===== config.mk =====
export PLATFORM = sky130hd
export DESIGN_NAME = status_flag_bank
export DESIGN_NICKNAME = d
export VERILOG_FILES = /design/src/rtl/sflag_pkg.sv /design/src/rtl/sflag_ctrl.sv /design/src/rtl/sflag_datapath.sv /design/src/rtl/status_flag_bank.sv
export SDC_FILE = /design/constraint.sdc
export NUM_CORES = 1
export LEC_CHECK = 0
export BUFFER_PORTS_ARGS = -buffer_cell sky130_fd_sc_hd__buf_2
export CAP_MARGIN = 5
export CORE_MARGIN = 1.5
export CORE_UTILIZATION = 33
export DETAILED_ROUTE_END_ITERATION = 12
export GPL_TIMING_DRIVEN = 0
export PLACE_DENSITY = 0.91
export SYNTH_ARGS = -nofsm -noshare
export SYNTH_HDL_FRONTEND = slang
export SYNTH_SLANG_ARGS = --single-unit

===== constraint.sdc =====
create_clock -name clk -period 2 [get_ports clk]
set_input_delay 0.4 -clock clk [delete_from_list [all_inputs] [get_ports clk]]
set_output_delay 0.4 -clock clk [all_outputs]
set_load 0.02 [all_outputs]

===== src/rtl/sflag_pkg.sv =====
package sflag_pkg;

  // Flag indices used throughout the block
  localparam int NUM_FLAGS  = 8;
  localparam int NUM_HW_ERR = 5;   // flags 0..4 have hardware sources
  localparam int NUM_ERR    = 6;   // flags 0..5 are error flags
  localparam int IDX_TXOVF  = 0;
  localparam int IDX_RXOVF  = 1;
  localparam int IDX_ABORT  = 2;
  localparam int IDX_TXUNF  = 3;
  localparam int IDX_RXUNF  = 4;
  localparam int IDX_MODEER = 5;
  localparam int IDX_MASTER = 6;
  localparam int IDX_RUN    = 7;

  typedef struct packed {
    logic [NUM_FLAGS-1:0] swSet;
    logic [NUM_FLAGS-1:0] swClr;
    logic [NUM_FLAGS-1:0] hwSet;
  } flagStrobes_t;

  // Command-word bit that sets a flag
  function automatic int setBitOf(input int idx);
    case (idx)
      IDX_TXOVF:  return 12;
      IDX_RXOVF:  return 13;
      IDX_ABORT:  return 14;
      IDX_TXUNF:  return 15;
      IDX_RXUNF:  return 5;
      IDX_MODEER: return 7;
      IDX_MASTER: return 3;
      default:    return 1;
    endcase
  endfunction

  // Command-word bit that clears a flag
  function automatic int clrBitOf(input int idx);
    case (idx)
      IDX_TXOVF:  return 8;
      IDX_RXOVF:  return 9;
      IDX_ABORT:  return 10;
      IDX_TXUNF:  return 11;
      IDX_RXUNF:  return 4;
      IDX_MODEER: return 6;
      IDX_MASTER: return 2;
      default:    return 0;
    endcase
  endfunction

  // Status-word bit that shows a flag
  function automatic int statBitOf(input int idx);
    case (idx)
      IDX_TXOVF:  return 8;
      IDX_RXOVF:  return 9;
      IDX_ABORT:  return 10;
      IDX_TXUNF:  return 11;
      IDX_RXUNF:  return 12;
      IDX_MODEER: return 7;
      IDX_MASTER: return 1;
      default:    return 0;
    endcase
  endfunction

endpackage


===== src/rtl/sflag_ctrl.sv =====
module sflag_ctrl
  import sflag_pkg::*;
#(
  parameter int CMD_W      = 16,
  parameter int CTRL_W     = 16,
  parameter int ERR_EN_LSB = 8
) (
  input  logic                  cmdValid,
  input  logic [CMD_W-1:0]      cmdWord,
  input  logic [CTRL_W-1:0]     ctrlWord,
  input  logic [NUM_HW_ERR-1:0] hwErrEvent,
  output flagStrobes_t          strobes
);

  localparam int EN_MSB = ERR_EN_LSB + NUM_HW_ERR - 1;

  logic [NUM_FLAGS-1:0] setVec;
  logic [NUM_FLAGS-1:0] clrVec;
  logic [NUM_FLAGS-1:0] hwVec;

  for (genvar i = 0; i < NUM_FLAGS; i++) begin : g_decode
    assign setVec[i] = cmdValid & cmdWord[setBitOf(i)];
    assign clrVec[i] = cmdValid & cmdWord[clrBitOf(i)];
    if (i < NUM_HW_ERR) begin : g_hw
      // event passes only with its control enable bit
      assign hwVec[i] = hwErrEvent[i] & ctrlWord[ERR_EN_LSB + i];
    end else begin : g_sw_only
      assign hwVec[i] = 1'b0;
    end
  end

  assign strobes = '{swSet: setVec, swClr: clrVec, hwSet: hwVec};

  logic unusedCtrlBits;
  assign unusedCtrlBits = ^{ctrlWord[CTRL_W-1:EN_MSB+1], ctrlWord[ERR_EN_LSB-1:0]};

endmodule


===== src/rtl/sflag_datapath.sv =====
module sflag_datapath
  import sflag_pkg::*;
#(
  parameter int STAT_W     = 16,
  parameter int IEN_W      = 4,
  parameter int IRQ_EN_BIT = 2,
  parameter int BUSY_BIT   = 13
) (
  input  logic              clk,
  input  logic              rstN,
  input  flagStrobes_t      strobes,
  input  logic              busyIn,
  input  logic [IEN_W-1:0]  intEnable,
  output logic [STAT_W-1:0] statusWord,
  output logic              errIrq
);

  logic [NUM_FLAGS-1:0] flags;
  logic [NUM_FLAGS-1:0] flagsNext;

  // Hardware set first, then a lone software set or clear; a conflicting pair holds
  always_comb begin
    for (int i = 0; i < NUM_FLAGS; i++) begin
      if (strobes.hwSet[i])
        flagsNext[i] = 1'b1;
      else if (strobes.swSet[i] != strobes.swClr[i])
        flagsNext[i] = strobes.swSet[i];
      else
        flagsNext[i] = flags[i];
    end
  end

  always_ff @(posedge clk or negedge rstN) begin
    if (!rstN) flags <= '0;
    else       flags <= flagsNext;
  end

  always_comb begin
    statusWord = '0;
    for (int i = 0; i < NUM_FLAGS; i++)
      statusWord[statBitOf(i)] = flags[i];
    statusWord[BUSY_BIT] = busyIn;
  end

  assign errIrq = (|flags[NUM_ERR-1:0]) & intEnable[IRQ_EN_BIT];

  logic unusedIenBits;
  assign unusedIenBits = ^{intEnable[IEN_W-1:IRQ_EN_BIT+1], intEnable[IRQ_EN_BIT-1:0]};

  for (genvar i = 0; i < NUM_FLAGS; i++) begin : g_chk

    both_hold_chk: assert property (@(posedge clk) disable iff (!rstN)
      (strobes.swSet[i] && strobes.swClr[i] && !strobes.hwSet[i]) |=> $stable(flags[i]))
      else $error("conflicting set/clear changed flag %0d", i);

    hw_wins_chk: assert property (@(posedge clk) disable iff (!rstN)
      strobes.hwSet[i] |=> flags[i])
      else $error("hardware set lost on flag %0d", i);

    sw_clear_chk: assert property (@(posedge clk) disable iff (!rstN)
      (strobes.swClr[i] && !strobes.swSet[i] && !strobes.hwSet[i]) |=> !flags[i])
      else $error("clear ignored on flag %0d", i);
  end

endmodule


===== src/rtl/status_flag_bank.sv =====
module status_flag_bank
  import sflag_pkg::*;
#(
  parameter int CMD_W      = 16,
  parameter int CTRL_W     = 16,
  parameter int STAT_W     = 16,
  parameter int IEN_W      = 4,
  parameter int ERR_EN_LSB = 8,
  parameter int IRQ_EN_BIT = 2,
  parameter int BUSY_BIT   = 13
) (
  input  logic                  clk,
  input  logic                  rstN,
  input  logic                  cmdValid,
  input  logic [CMD_W-1:0]      cmdWord,
  input  logic [CTRL_W-1:0]     ctrlWord,
  input  logic [NUM_HW_ERR-1:0] hwErrEvent,
  input  logic                  busyIn,
  input  logic [IEN_W-1:0]      intEnable,
  output logic [STAT_W-1:0]     statusWord,
  output logic                  errIrq
);

  flagStrobes_t strobes;

  sflag_ctrl #(
    .CMD_W(CMD_W), .CTRL_W(CTRL_W), .ERR_EN_LSB(ERR_EN_LSB)
  ) uCtrl (
    .cmdValid(cmdValid), .cmdWord(cmdWord), .ctrlWord(ctrlWord),
    .hwErrEvent(hwErrEvent), .strobes(strobes)
  );

  sflag_datapath #(
    .STAT_W(STAT_W), .IEN_W(IEN_W), .IRQ_EN_BIT(IRQ_EN_BIT), .BUSY_BIT(BUSY_BIT)
  ) uPath (
    .clk(clk), .rstN(rstN), .strobes(strobes), .busyIn(busyIn),
    .intEnable(intEnable), .statusWord(statusWord), .errIrq(errIrq)
  );


  irq_gate_chk: assert property (@(posedge clk) disable iff (!rstN)
    !intEnable[IRQ_EN_BIT] |-> !errIrq)
    else $error("error interrupt while masked");


  en_cause_chk: assert property (@(posedge clk) disable iff (!rstN)
    $rose(statusWord[statBitOf(IDX_RUN)]) |-> $past(cmdValid && cmdWord[setBitOf(IDX_RUN)]))
    else $error("enable flag rose without a set write");

endmodule


# Word-level counts from Yosys, hierarchy flattened
# Index checks and enable logic that the tools add are counted.
[word_totals]
in_bits = 45
ff_bits = 8
[classes]
n_eq_ne = 8
n_mux = 10
reduce_logical = 6
bitwise_logic = 22
[op_table]
columns = ["operator", "count"]
rows = [
  ["$and A1 B1 Y1", 22],
  ["$mux W1", 10],
  ["$reduce_bool A2 Y1", 5],
  ["$ne A1 B1 Y1", 8],
  ["$reduce_or A6 Y1", 1],
]

# Logic depth before layout (Yosys ltp)
# Gate-level depths: netlist of the first run.
[logic_depth]
depth_word = 4
depth_mapped = 4
mapped_depth_nobuf = 3

# Hierarchy
# Synthesis of the first run repeated with hierarchy kept, for this count alone.
[hier_totals]
hier_cells = 69
hier_area_um2 = 614.3
[modules_own_cells]
columns = ["mod", "seq_area_each_um2", "area_per_inst_um2", "cells_per_inst", "n_inst"]
rows = [
  ["sflag_datapath", 200.2, 430.4, 43, 1],
  ["sflag_ctrl", 0.0, 183.9, 26, 1],
]

# Least setup slack after synthesis of the first run
# OpenSTA, ideal clock, no wires.
[synth_timing]
path_kind = "register to output"
from = "register uPath.flags[1]"
to = "output port errIrq"
required_ns = 1.600
slack_ns = 0.304
stages_incl_launch_ff = 3
t_arrival_ns = 1.296
cell_sequence = "dfrtp_1 > or4_1 > o31a_1"
[synth_between]
elab_chain_len = 2
[synth_lines]
columns = ["element", "line", "text"]
rows = [
  ["start: declaration", "sflag_datapath.sv:18", "logic [NUM_FLAGS-1:0] flags;"],
  ["start signal: assignment", "sflag_datapath.sv:35", "else flags <= flagsNext;"],
  ["$reduce_or A6 Y1", "sflag_datapath.sv:45", "assign errIrq = (|flags[NUM_ERR-1:0]) & intEnable[IRQ_EN_BIT];"],
  ["$and A1 B1 Y1", "sflag_datapath.sv:45", ""],
  ["end: declaration", "status_flag_bank.sv:21", "output logic errIrq"],
]
# No other way between the ends.

# Final worst setup path of the first run
[layout_timing]
from = "register uPath.flags[0]"
to = "output port errIrq"
# Same word-level chain as after synthesis.

==> flow_summary.json, run 1 <==
{
  "status": "finished, final reports clean",
  "dp_slack_ns": 0.2865,
  "grt_pass1_vias": 493,
  "arrival_ns": 1.54,
  "grt-busiest-layer": "met2",
  "fillCellCount": 139,
  "fin_ws_ns": 0.05775,
  "hp-class": "input pin to register",
  "fin_area_um2": 773.2,
  "grt-ovfl-total": 0,
  "crit_slowest_cell": "or4_4",
  "antenna_left": 0,
  "vdd_drop_max_mv": 0.5188,
  "worstSetupStartpointType": "register",
  "syn_inst": 61,
  "clk_pin_slew_ns": 0.05,
  "vias": 569,
  "die_x_um": 41.36,
  "largestRegisters": "uPath.flags: 8 flops",
  "start_util_pct": 36.40,
  "grt_pass1_wl_mm": 1.800,
  "port_buffers": 39,
  "slowest_delay_ns": 0.52,
  "crit_type": "register to output pin",
  "final_core_util_pct": 57.97,
  "yosysUniqueCellTypes": 13,
  "hpwl_mm": 1.007,
  "cap_viol_max_count": 0,
  "first_iter_violations": 7,
  "cts.root.buffer_cell": "clkbuf_4",
  "skew_ns": 0,
  "drc": 0,
  "cts_buffer_depth": 2,
  "synth_xor_area_share_pct": 0,
  "regArea_um2": 200.2,
  "cp_num_buf_inv": 1,
  "r2r_setup_slack_ns": 1.14,
  "largest_register_ffs": 8,
  "required_ns": 1.60,
  "synth_area_leaders": "dfrtp_1, a21oi_1, buf_4",
  "leakagePower_nw": 0.4360,
  "yosysMostFrequentCell": "a21oi_1",
  "tns_ns": 0,
  "numCtsBuffers": 3,
  "syn_to_final_growth_pct": 59.28,
  "vias_per_cell": 4.480,
  "grt_usage_pct": 16.35,
  "htreeDepth": 1,
  "coreArea_mm2": 0.001334,
  "die_h_um": 41.36,
  "clock_sinks": 8,
  "yosys.area_share.simple_pct": 15.98,
  "worstSetupEndpointType": "output pin",
  "regMostFlops": "uPath.flags",
  "synth-seq-cells": 8,
  "hold_viol": 0,
  "worst_hold_slack_ns": 0.3634,
  "synth_edf_count": 0,
  "pin_count": 62,
  "synthAdderAreaFrac_pct": 0,
  "rows": 13,
  "synth_area_leader_cell": "dfrtp_1",
  "setup_viol": 0,
  "cts_tree": "yes",
  "wirelength_mm": 1.198,
  "synth_top_cells_by_count": "a21oi_1, nand2_1, buf_4, dfrtp_1, o21ai_0",
  "synth_mux_area_share_pct": 0,
  "ys.flop_type": "dfrtp_1",
  "place_area_um2": 721.9,
  "nets": 159,
  "diodes": 0,
  "grt_start_max_net_pins": 11,
  "slew_viol_final": 0,
  "antenna_found_initial": 0,
  "place_congestion": 0.6654,
  "syn_avg_cell_area_um2": 7.958,
  "fmax_ghz": 0.5149,
  "netlist_area_um2": 485.5,
  "yosys.area.top_type_share_pct": 41.24,
  "crit_chain": "or4_4 > o31a_1 > buf_2",
  "dieArea_mm2": 0.001710,
  "synth-compound-area-share_pct": 25.52,
  "ys_seq_area_share_pct": 41.24,
  "grt_util_met2_pct": 32.03,
  "crit_fanout": 3,
  "power.density_mw_per_mm2": 624.9,
  "drive_gt1_share_pct": 48.21,
  "synth-async-reset-ratio_pct": 100.0,
  "min_period_ns": 1.942,
  "rsz0062_at_grt": "false",
  "grtUsageMet3_pct": 6.383,
  "cpLargestDelayFamily": "simple AND/OR/NAND/NOR gates",
  "min_period_over_period_pct": 97.11,
  "clkLatencyLatePin_ns": 0.24,
  "grtUsageMet1_pct": 15.28,
  "ys_warn_count": 0,
  "wl_per_cell_um": 9.433,
  "multiInputGateArea_um2": 231.5,
  "synth_top_family_by_area": "compound AO/OA/AOI/OAI gates",
  "dr.pass1.iters": 4
}
[metal layers]
metal	share of wire [%]	vias to the layer above
li1	-	292
met1	38	246
met2	51	31
met3	11	0
met4	0	0
met5	0	-
[worst register-to-register path: cells and delay by family (launching register included)]
family	cells	cell delay, ns
buf+inv	1	0.14
compound gates	2	0.23
flops	1	0.37
[stage by stage]
step | instances | total power [W]
floorplan | 67 | 0.0002935
global placement | 121 | 0.0003541
detailed placement | 121 | 0.0003607
CTS | 125 | 0.0004815
global route | 127 | 0.0005245
finish | 127 | 0.0004832
[where the power goes]
group	internal (W)	leakage (nW)	switching [W]
Sequential	0.000184	0.0920	0.0000180
Combinational	0.0000759	0.330	0.0000901
Clock	0.0000681	0.0138	0.0000468
Total	0.000328	0.436	0.000155
[timing repair]
action,in CTS,in global routing
buffers inserted,0,2
endpoints found under the setup margin,0,1
gates resized for setup,0,1
hold endpoints to repair,8,0
hold buffers,1,0
[cells by family after synthesis]
| family | Yosys count |
|---|---|
| buffers and inverters | 13 |
| other | 1 |
| AOI/OAI and AO/OA | 22 |
| and+or+nand+nor | 17 |
| DFF | 8 |
[layout make-up]
cell class                      instances  share of cell area [%]
Tap cell                               15                   2.427
Timing Repair Buffer                   42                   28.48
Inverter                                4                   1.942
Clock buffer                            3                   2.913
Sequential cell                         8                   25.89
Multi-Input combinational cell         46                   29.94
Buffer                                  9                   8.414
[layout by cell type (no fill, tap or decap)]
| cell type | count |
|---|---|
| a21boi_0 | 4 |
| nand2_1 | 9 |
| buf_2 | 40 |
| or4_4 | 1 |
| a21oi_1 | 12 |
| o21ai_0 | 5 |
| dfrtp_1 | 8 |
| nor2_1 | 3 |
| clkbuf_4 | 3 |
| inv_1 | 4 |
| nand2b_1 | 4 |
| o31a_1 | 1 |
| buf_4 | 10 |
| conb_1 | 7 |
| dlygate4sd3_1 | 1 |
[final timing paths]
kind	depth (start not counted)	startpoint	endpoint
min in group asynchronous	2	rstN	uPath.flags[6]
hold / removal	3	ctrlWord[8]	uPath.flags[0]
setup / recovery	3	uPath.flags[0]	errIrq
max in group asynchronous	2	rstN	uPath.flags[0]
setup reg to reg	3	uPath.flags[1]	uPath.flags[1]
hold reg to reg	2	uPath.flags[6]	uPath.flags[6]
No activity file was read; power rests on OpenSTA's default activity.
==> inputs of run 2 (changes only) <==
--- a/config.mk
+++ b/config.mk
@@ -5,13 +5,15 @@
 export SDC_FILE = /design/constraint.sdc
 export NUM_CORES = 1
 export LEC_CHECK = 0
+export ABC_AREA = 1
 export BUFFER_PORTS_ARGS = -buffer_cell sky130_fd_sc_hd__buf_2
 export CAP_MARGIN = 5
+export CORE_ASPECT_RATIO = 1.25
 export CORE_MARGIN = 1.5
-export CORE_UTILIZATION = 33
+export CORE_UTILIZATION = 32
 export DETAILED_ROUTE_END_ITERATION = 12
 export GPL_TIMING_DRIVEN = 0
-export PLACE_DENSITY = 0.91
+export PLACE_DENSITY = 0.85
 export SYNTH_ARGS = -nofsm -noshare
 export SYNTH_HDL_FRONTEND = slang
 export SYNTH_SLANG_ARGS = --single-unit
==> constraint.sdc (replaced) <==
create_clock -name clk -period 2.2 [get_ports clk]
set_input_delay 0.44 -clock clk [delete_from_list [all_inputs] [get_ports clk]]
set_output_delay 0.44 -clock clk [all_outputs]
set_load 0.02 [all_outputs]
==> run 2 against run 1 <==
First-iteration DRC count is 86% lower; clock skew unchanged; non-clock buffer count is 3 lower; hold slack lost 0.34 ns; clock power is 7% lower; final cell count increased by 13%; area after synthesis grew 11%; register-to-register slack better by 0.32 ns; largest power group unchanged.
==> flow_summary.json, run 2 <==
{
  "status": "finished, final reports clean",
  "largestRegisters": "uPath.flags: 8 flops",
  "port_buffers": 39,
  "cts_buffer_depth": 2,
  "drive_gt1_share_pct": 44.80,
  "synth_edf_count": 0,
  "min_period_over_period_pct": 69.41,
  "place_area_um2": 777.0,
  "leakagePower_nw": 0.4854,
  "syn_inst": 77,
  "final_cell_mix": "buf_2, nand2_1, inv_1",
  "syn_to_final_growth_pct": 48.95,
  "tns_ns": 0,
  "ys.flop_type": "dfrtp_1",
  "synth-async-reset-ratio_pct": 100.0,
  "hold_viol": 0,
  "yosysUniqueCellTypes": 10,
  "first_iter_violations": 1,
  "worstSetupStartpoint": "uPath.flags[1]",
  "crit_type": "register to output pin",
  "crit_slowest_cell": "dfrtp_1",
  "worst_hold_slack_ns": 0.02249,
  "grt_usage_pct": 13.56,
  "regMostFlops": "uPath.flags",
  "skew_ns": 0,
  "worstSetupEndpointType": "output pin",
  "multiInputGateArea_um2": 242.7,
  "nets": 172,
  "r2r_cells": 2,
  "coreArea_mm2": 0.001562,
  "diodes": 0,
  "fillCellCount": 168,
  "synth-seq-cells": 8,
  "grt_pass1_wl_mm": 1.869,
  "wirelength_mm": 1.160,
  "die_h_um": 48.79,
  "clk_pin_slew_ns": 0.05,
  "required_ns": 1.76,
  "cts_setup_buffers": 0,
  "post_cts_resized": 0,
  "cts_tree": "yes",
  "setup_viol": 0,
  "antenna_found_initial": 0,
  "wl_per_cell_um": 8.112,
  "synth_top_cells_by_count": "nand2_1, inv_1, buf_4, dfrtp_1",
  "hpwl_mm": 1.014,
  "arrival_ns": 1.09,
  "crit_chain": "nor2_1 > nand3_1 > nand2_1 > inv_1 > buf_2",
  "min_period_ns": 1.527,
  "pin_count": 62,
  "dieArea_mm2": 0.001934,
  "fin_area_um2": 799.5,
  "htreeDepth": 1,
  "power.density_mw_per_mm2": 535.3,
  "netlist_area_um2": 536.8,
  "clock_sinks": 8,
  "die_x_um": 39.63,
  "fmax_ghz": 0.6548,
  "slew_viol_final": 0,
  "grt_pass1_vias": 538,
  "start_util_pct": 34.38,
  "antenna_left": 0,
  "numCtsBuffers": 3,
  "ys_seq_area_share_pct": 37.30,
  "place_congestion": 0.6801,
  "drc": 0,
  "layout_commonest_cell": "buf_2",
  "cts.root.buffer_cell": "clkbuf_4",
  "largest_register_ffs": 8,
  "ys_warn_count": 0,
  "clkLatencyLatePin_ns": 0.24,
  "rsz0062_at_grt": "false",
  "syn_avg_cell_area_um2": 6.971,
  "vdd_drop_max_mv": 0.2529,
  "dr.pass1.iters": 3,
  "worstSetupStartpointType": "register",
  "regArea_um2": 200.2,
  "cap_viol_max_count": 0,
  "grt_start_max_net_pins": 11,
  "yosys.area.top_type_share_pct": 37.30,
  "synth_area_leaders": "dfrtp_1, nand2_1, buf_4",
  "r2r-start": "uPath.flags[5]",
  "grt-ovfl-total": 0,
  "hp-class": "input pin to asynchronous set/reset pin",
  "slowest_delay_ns": 0.39,
  "reg2reg_to": "uPath.flags[5]",
  "final_core_util_pct": 51.20,
  "rows": 16,
  "cts_hold_buf": 0,
  "vias": 587,
  "crit_fanout": 3,
  "synth_area_leader_cell": "dfrtp_1",
  "r2r_setup_slack_ns": 1.46,
  "yosysMostFrequentCell": "nand2_1",
  "vias_per_cell": 4.105
}
## run 2: changes by cell type in the layout (fill, tap and decap cells not counted), sizes merged, moves of 2 or more
cell    change
nand2      +15
a21oi      -12
inv         +8
nand3       +6
o21ai       +6
a21boi      -4
nand2b      -4
nor2        +3
buf         -2
## run 2: critical path: cells and delay by family, from the launching register on
| kind | cells | cell delay [ns] |
|---|---|---|
| simple gates | 3 | 0.28 |
| buf+inv | 2 | 0.17 |
| flops | 1 | 0.39 |
## run 2: layer usage
metal / vias up / GRT usage (%) / part of all wire [%]
li1: 316 / - / -
met1: 243 / 12.61 / 38
met2: 28 / 25.14 / 53
met3: 0 / 2.740 / 8.6
met4: 0 / 6.897 / 0
met5: - / 0 / 0
## run 2: area by class of cell
cell class	count	area share, %
multi-input combinational	54	30.36
tap	18	2.817
inverter	12	5.634
buffer	9	8.920
clock buffer	3	2.817
timing repair buffer	39	24.41
sequential	8	25.04
## run 2: through the flow
stage               std cells  total power (W)  setup slack (ns)
floorplan                  83        0.0002659            0.9710
global placement          140        0.0003195            0.9275
detailed placement        140        0.0003254            0.9101
CTS                       143        0.0004388            0.6321
global route              143        0.0004594            0.5685
finish                    143        0.0004280            0.6729
## run 2: kinds of logic after synthesis
kind of cell,after synthesis,share of synthesized area (%)
flops,8,37.30
compound gates,11,13.75
other cells,1,0.6986
simple gates,36,26.57
buf+inv,21,21.68
## run 2: worst max path at each step
stage / endpoint / slack (ns)
floorplan: errIrq / 0.97
global placement: errIrq / 0.93
detailed placement: errIrq / 0.91
CTS: errIrq / 0.63
global route: errIrq / 0.57
finish: errIrq / 0.67
## run 2: power breakdown
part / internal, W / total (W) / switching, W
clock: 0.0000621 / 0.000107 / 0.0000450
sequential: 0.000165 / 0.000179 / 0.0000141
combinational: 0.0000612 / 0.000142 / 0.0000804
==> inputs of run 3 (changes only) <==
--- a/config.mk
+++ b/config.mk
@@ -5,15 +5,15 @@
 export SDC_FILE = /design/constraint.sdc
 export NUM_CORES = 1
 export LEC_CHECK = 0
-export ABC_AREA = 1
+export ABC_AREA = 0
 export BUFFER_PORTS_ARGS = -buffer_cell sky130_fd_sc_hd__buf_2
 export CAP_MARGIN = 5
 export CORE_ASPECT_RATIO = 1.25
 export CORE_MARGIN = 1.5
-export CORE_UTILIZATION = 32
+export CORE_UTILIZATION = 27
 export DETAILED_ROUTE_END_ITERATION = 12
 export GPL_TIMING_DRIVEN = 0
-export PLACE_DENSITY = 0.85
+export PLACE_DENSITY = 0.81
 export SYNTH_ARGS = -nofsm -noshare
 export SYNTH_HDL_FRONTEND = slang
 export SYNTH_SLANG_ARGS = --single-unit
==> constraint.sdc (replaced) <==
create_clock -name clk -period 1.36 [get_ports clk]
set_input_delay 0.272 -clock clk [delete_from_list [all_inputs] [get_ports clk]]
set_output_delay 0.272 -clock clk [all_outputs]
set_load 0.02 [all_outputs]
==> run 3 against run 2 <==
The flow now finishes with violations (negative setup slack); core utilization down 3.3 points; largest power group unchanged; total power is 68% higher; clock skew stayed put; largest cell class unchanged; highest routed layer is now met4; critical path depth fell by 2; final area is 2.8% lower; register-to-register slack lost 0.97 ns.
==> flow_summary.json, run 3 (same netlist as run 1, synthesis figures left out) <==
{
  "clkLatencyLatePin_ns": 0.25,
  "leakagePower_nw": 0.4360,
  "rows": 16,
  "fmax_ghz": 0.5483,
  "skew_ns": 0,
  "cts_tree": "yes",
  "seqPwrFrac_pct": 41.3,
  "fillCellCount": 167,
  "setup_viol": 1,
  "wirelength_mm": 1.242,
  "cap_viol_max_count": 0,
  "grt-ovfl-total": 0,
  "clk_pin_slew_ns": 0.06,
  "largestRegisters": "uPath.flags: 8 flops",
  "worst_hold_slack_ns": 0.2306,
  "final_core_util_pct": 47.92,
  "fin_ws_ns": -0.4637,
  "place_congestion": 0.6519,
  "htreeDepth": 1,
  "min_period_ns": 1.824,
  "grt_usage_pct": 13.75,
  "grt_start_max_net_pins": 11,
  "worstHoldStart": "ctrlWord[9]",
  "cts_buffer_depth": 2,
  "grt_pass1_vias": 520,
  "worstSetupStartpointType": "register",
  "die_h_um": 50.41,
  "antenna_left": 0,
  "arrival_ns": 1.55,
  "numCtsBuffers": 3,
  "clock_sinks": 8,
  "drive_gt1_share_pct": 48.21,
  "pin_count": 62,
  "clkPwrFrac_pct": 24.9,
  "worstSetupEndpointType": "output pin",
  "layout_commonest_cell": "buf_2",
  "power.density_mw_per_mm2": 928.0,
  "die_x_um": 40.93,
  "start_util_pct": 29.94,
  "coreArea_mm2": 0.001622,
  "p_sw_w": 0.0002380,
  "min_period_over_period_pct": 134.1,
  "p_total_w": 0.0007211,
  "first_iter_violations": 7,
  "vias": 570,
  "fin_cells": 130,
  "required_ns": 1.09,
  "placed_cells": 124,
  "cts.root.buffer_cell": "clkbuf_4",
  "diodes": 0,
  "hpwl_um": 986.5,
  "r2r-start": "uPath.flags[1]",
  "violations": "negative setup slack",
  "dr.pass1.iters": 3,
  "hold_viol": 0,
  "p_int_w": 0.0004831,
  "nets": 159,
  "grt_pass1_wl_mm": 1.938,
  "port_buffers": 39,
  "crit_type": "register to output pin",
  "antenna_found_initial": 0,
  "status": "complete, but fails checks",
  "comb_power_share_pct": 33.9,
  "worstSetupStartpoint": "uPath.flags[0]",
  "tns_ns": -0.4637,
  "vdd_drop_max_mv": 0.3655,
  "switching_share_pct": 33.00,
  "drc": 0,
  "regMostFlops": "uPath.flags",
  "slew_viol_final": 0,
  "rsz0062_at_grt": "true",
  "dieArea_mm2": 0.002063,
  "wl_per_cell_um": 9.554,
  "final_cell_mix": "buf_2, a21oi_1, buf_4",
  "syn_to_final_growth_pct": 60.05,
  "crit_fanout": 2,
  "vias_per_cell": 4.385,
  "r2r_setup_slack_ns": 0.49,
  "hp-class": "input pin to register",
  "largest_register_ffs": 8
}
## run 3: changes by cell type in the layout (fill, tap and decap cells not counted), moves of 2 or more
cell,previous run,this run
nor2_1,6,3
buf_4,8,10
a21boi_0,0,4
o21ai_2,5,0
nand3_1,6,0
nand2_1,24,9
nand2b_1,0,4
a21oi_1,0,12
inv_1,12,4
## run 3: layout make-up
cell class / count / area, um2 / share of cell area, %
repair buffers: 42 / 220.2 / 28.34
inverters: 4 / 15.01 / 1.932
multi-input cells: 46 / 231.5 / 29.79
flip-flops and latches: 8 / 200.2 / 25.76
clock buffers: 3 / 22.52 / 2.899
well taps: 18 / 22.52 / 2.899
plain buffers: 9 / 65.06 / 8.374
## run 3: stage by stage
step / setup slack [ns] / area [um2]
6_report: -0.4637 / 777.0
2_1_floorplan: -0.2078 / 508.0
3_5_place_dp: -0.2314 / 725.7
3_3_place_gp: -0.2305 / 725.7
5_1_grt: -0.5224 / 777.0
4_1_cts: -0.4797 / 773.2
## run 3: power by group through the flow
stage | combinational, W | sequential (W) | clock [W]
global placement | 0.000220 | 0.000302 | 0
detailed placement | 0.000225 | 0.000305 | 0
floorplan | 0.0000913 | 0.000340 | 0
CTS | 0.000245 | 0.000296 | 0.000192
finish | 0.000244 | 0.000298 | 0.000179
global route | 0.000276 | 0.000302 | 0.000205
## run 3: final timing paths
path / end / depth (start not counted)
max in group asynchronous: uPath.flags[2] / 2
worst min register to register: uPath.flags[7] / 2
worst max register to register: uPath.flags[1] / 3
worst min-delay path: uPath.flags[1] / 3
worst max-delay path: errIrq / 3
min in group asynchronous: uPath.flags[6] / 2
## run 3: critical path, cell delays in order (launching register included)
cell,delay (ns)
dfrtp_1,0.39
or4_4,0.51
o31a_1,0.25
buf_2,0.16
## run 3: routing by layer
metal	up-vias	track usage (%)	wire length, um
met5	-	0	0
met4	0	6.667	10
met3	2	2.655	135
met2	39	25.00	622
met1	236	13.33	473
li1	293	-	-
## run 3: timing repair
action,CTS,global route
endpoints found under the setup margin,1,1
gates resized for setup,0,1
setup buffers,2,0
hold buffers,1,0
hold endpoints to repair,8,0
